[config.mk]
export PLATFORM = sky130hd
export DESIGN_NAME = updown_wrap16
export DESIGN_NICKNAME = d
export VERILOG_FILES = /design/src/rtl/updown_wrap16.sv
export SDC_FILE = /design/constraint.sdc
export NUM_CORES = 1
export LEC_CHECK = 0
export BUFFER_PORTS_ARGS = -buffer_cell sky130_fd_sc_hd__buf_4
export CAP_MARGIN = 5
export CORE_AREA = 3 3 40 42
export DETAILED_ROUTE_END_ITERATION = 8
export DIE_AREA = 0 0 43 45
export HOLD_SLACK_MARGIN = 0.06
export PLACE_DENSITY_LB_ADDON = 0.05
export SLEW_MARGIN = 30
export SYNTH_ARGS = -nofsm -noshare
export SYNTH_HDL_FRONTEND = slang
export SYNTH_SLANG_ARGS = --single-unit
[constraint.sdc]
create_clock -name clk -period 3.5 [get_ports clk]
set_clock_uncertainty 0.05 [all_clocks]
set_input_delay 0.7 -clock clk [delete_from_list [all_inputs] [get_ports clk]]
set_output_delay 0.7 -clock clk [all_outputs]
set_load 0.01 [all_outputs]
[src/rtl/updown_wrap16.sv]
module updown_wrap16 #(
  parameter int W = 4
) (
  input  logic         clk,
  input  logic         sclr,
  input  logic         go_up,
  input  logic         go_dn,
  output logic [W-1:0] count,
  output logic         tc_up,
  output logic         tc_dn
);
  localparam logic [W-1:0] TOP = '1;
  localparam logic [W-1:0] ONE = W'(1);

  logic         up_sel, dn_sel;
  logic         core_ld, core_cnt;
  logic [W-1:0] core_din;

  assign up_sel = go_up & ~go_dn;
  assign dn_sel = go_dn & ~go_up;

  // Glue logic: the predecessor is fed to the parallel input, and load replaces increment
  assign core_ld  = dn_sel;
  assign core_cnt = up_sel;
  assign core_din = count - ONE;

  // Up-only core: clear over load over count
  always_ff @(posedge clk) begin
    if (sclr)          count <= '0;
    else if (core_ld)  count <= core_din;
    else if (core_cnt) count <= count + ONE;
  end

  assign tc_up = up_sel & (count == TOP);
  assign tc_dn = dn_sel & (count == '0);
endmodule


==> impl_metrics.yaml <==
global_routing:
  use_met3: 0.01594
  gr-total-overflow: 0
  grt_max_degree: 8
  use_met2: 0.1078
  grt_pass1_wl_um: 1041
  gr-usage-all-layers: 0.07814
  antenna_found_initial: 0
  grt_pass1_vias: 248
  grtUsageMet1: 0.09353
  grt.busiest_layer: "met2"
cts:
  clk_path_buf_depth: 2
  clock_sinks: 4
  path_clk_slew_ps: 40
  clk_latency_ps: 230
  ctsHoldBuffers: 0
  h-tree-depth: 1
  numCtsBuffers: 3
  cts_resized: 0
  cts_tree: "done"
  cts_setup_buffers: 0
  root_buffer: "clkbuf_4"
power:
  p_comb_frac: 0.305
  pwr-share-seq: 0.371
  switching_share: 0.3175
  finalPower_w: 0.0001786
  pwr_density_cell_mw_per_mm2: 439.2
  clock_power_share: 0.324
  ir_drop_mv: 0.09056
  p_leak_nw: 0.1931
  internal_power_w: 0.0001219
  p_switching_w: 0.00005671
synthesis:
  synthArstFlopShare: 0
  netlist_top_cells_area: "dfxtp_1 26%, ha_1 17%, xor2_1 8.7%"
  yosys_warnings: 0
  ys_ff_latch: 4
  syn_area_sq_um: 302.8
  synth_edf_count: 0
  yosys.area.top_type_share: 0.2645
  synth_top_cell_by_area: "dfxtp_1"
  ys_seq_area_frac: 0.2645
  syn_avg_cell_area_sq_um: 8.651
  ys.flop_type: "dfxtp_1"
  yosysUniqueCellTypes: 20
  syn_inst: 35
  syn_nets: 43
worst_setup_path:
  path_buf_inv: 3
  worstPathMaxFanout: 6
  cp_slowest_cell: "ha_1"
  worstPathArrival_ps: 1440
  path_cells: "buf_4, inv_1, ha_1, and2_1, buf_4"
  r2r-end: "count[3]$_SDFFE_PP0P_"
  worstSetupEndpointType: "output port"
  ff2ff_setup_slack_ps: 1870
  crit_end: "tc_dn"
  rr_worst_depth: 4
  cp.required_ps: 2750
  crit_start: "go_up"
  worstSetupPathType: "in2out"
  crit_cells: 5
  crit_top_cell: "buf_4"
  r2r-start: "count[0]$_SDFFE_PP0P_"
  slowest_delay_ps: 280
  cp-start-kind: "input pin"
  crit_family: "buffers and inverters"
drt:
  drt-initial-drc-count: 2
  route.detailed.drc: 0
  num_vias: 286
  wl_per_cell_um: 11.49
  viasPerCell: 4.689
  drt_first_pass_iters: 4
  finalWirelength_um: 701
  final_antenna_net_count: 0
placed_design:
  gp_congestion: 0.6841
  dp.final_hpwl_um: 513.2
  port_buffers: 9
  pre_cts_slack_ps: 1214
timing:
  period_share: 0.6246
  setup_tns_ps: 0
  slew_headroom: 0.7660
  hold_viol_final: 0
  fin_ws_ps: 1314
  rsz0062_at_grt: "no"
  setup_viol_count_final: 0
  worstMarginPinSlew_ps: 350.1
  max_freq_ghz: 0.4574
  fin_crit_ps: 2186
  slew_violations: 0
status:
  outcome: "finished clean"
die:
  coreArea_sq_mm: 0.001285
  ios: 10
  rows: 13
  die_area_sq_mm: 0.001935
  start_util: 0.2356
  die_h_um: 45
  die_x_um: 43
layout:
  top_register: "count"
  antenna_cells: 0
  area_growth_pct: 34.30
  drive_gt1_frac: 0.2826
  reg_top3: "count: 4 flops"
  utilization: 0.3165
  largest_reg_flops: 4
  fin_nets: 56
run:
  maxCapViolCount: 0
hold_path:
  hold_path_class: "reg2reg"
==> per-layer routing <==
layer  part of all wire  up-vias
met5                  0        -
met4             0.0071        0
met3              0.077        2
met2               0.44       10
met1               0.48      128
li1                   -      146
==> synthesized netlist by cell type (2+ instances only) <==
master / instances
or3_1: 2
inv_1: 2
a21oi_1: 2
dfxtp_1: 4
nor4_1: 2
nor2_1: 4
xor2_1: 3
ha_1: 4
==> power by group through the flow <==
stage | Combinational, W | Sequential [W] | Clock, W
after floorplan | 0.0000314 | 0.0000664 | 0
after CTS | 0.0000552 | 0.0000664 | 0.0000615
final | 0.0000545 | 0.0000662 | 0.0000579
after detailed placement | 0.0000553 | 0.0000669 | 0
after global placement | 0.0000548 | 0.0000667 | 0
after global routing | 0.0000603 | 0.0000680 | 0.0000648
==> worst min-delay path: cells and delay by family (launching register included) <==
| family | cells | cell delay (ps) |
|---|---|---|
| AO/OA/AOI/OAI | 2 | 170 |
| flip-flops | 1 | 360 |
==> cell usage in the layout (no fill, tap or decap) <==
cell type / Yosys / final
xor2_1: 3 / 3
nand2_1: 1 / 1
nor4_1: 2 / 2
nand3_1: 1 / 1
inv_1: 2 / 2
nor4b_1: 1 / 1
ha_1: 4 / 4
a21oi_1: 2 / 2
nor2_1: 4 / 4
a2111oi_1: 1 / 1
nor2b_1: 1 / 1
o21ai_0: 1 / 1
or3_1: 2 / 2
and2_1: 1 / 1
mux2i_1: 1 / 1
nand2b_1: 1 / 1
mux2_4: 1 / 1
clkbuf_4: 0 / 3
buf_4: 0 / 9
nand3b_1: 1 / 1
dfxtp_1: 4 / 4
==> stage by stage <==
| step | cell area [sq um] | cells | hold WS, ps |
|---|---|---|---|
| 2_1_floorplan | 302.8 | 35 | 496.4 |
| 3_3_place_gp | 384.1 | 58 | 505.9 |
| 3_5_place_dp | 384.1 | 58 | 529.0 |
| 4_1_cts | 406.6 | 61 | 537.8 |
| 5_1_grt | 406.6 | 61 | 590.2 |
| 6_report | 406.6 | 61 | 532.0 |
==> cells by family (layout without fill, tap and decap cells) <==
group	Yosys count	count (layout)	synth area share
flops	4	4	0.2645
simple gates	15	15	0.2769
compound gates	4	4	0.08263
buf+inv	3	14	0.04132
mux	2	2	0.08263
fa+ha+maj	4	4	0.1653
xor+xnor	3	3	0.08679
==> cell type report <==
class,count,area [sq um]
repair buffers,9,67.56
fillers,136,878.3
clock buffers,3,22.52
inverters,2,7.507
multi-input cells,28,210.2
flip-flops and latches,4,80.08
well taps,15,18.77
==> worst min-delay path by stage <==
stage | from | endpoint | slack, ps | cells after the start
detailed placement | count[2]$_SDFFE_PP0P_ | count[2]$_SDFFE_PP0P_ | 530 | 2
finish | count[2]$_SDFFE_PP0P_ | count[2]$_SDFFE_PP0P_ | 530 | 2
CTS | count[2]$_SDFFE_PP0P_ | count[2]$_SDFFE_PP0P_ | 540 | 2
floorplan | count[2]$_SDFFE_PP0P_ | count[2]$_SDFFE_PP0P_ | 500 | 2
global route | count[2]$_SDFFE_PP0P_ | count[2]$_SDFFE_PP0P_ | 590 | 2
global placement | count[2]$_SDFFE_PP0P_ | count[2]$_SDFFE_PP0P_ | 510 | 2
Note: power is estimated with default switching activity, not from simulation.
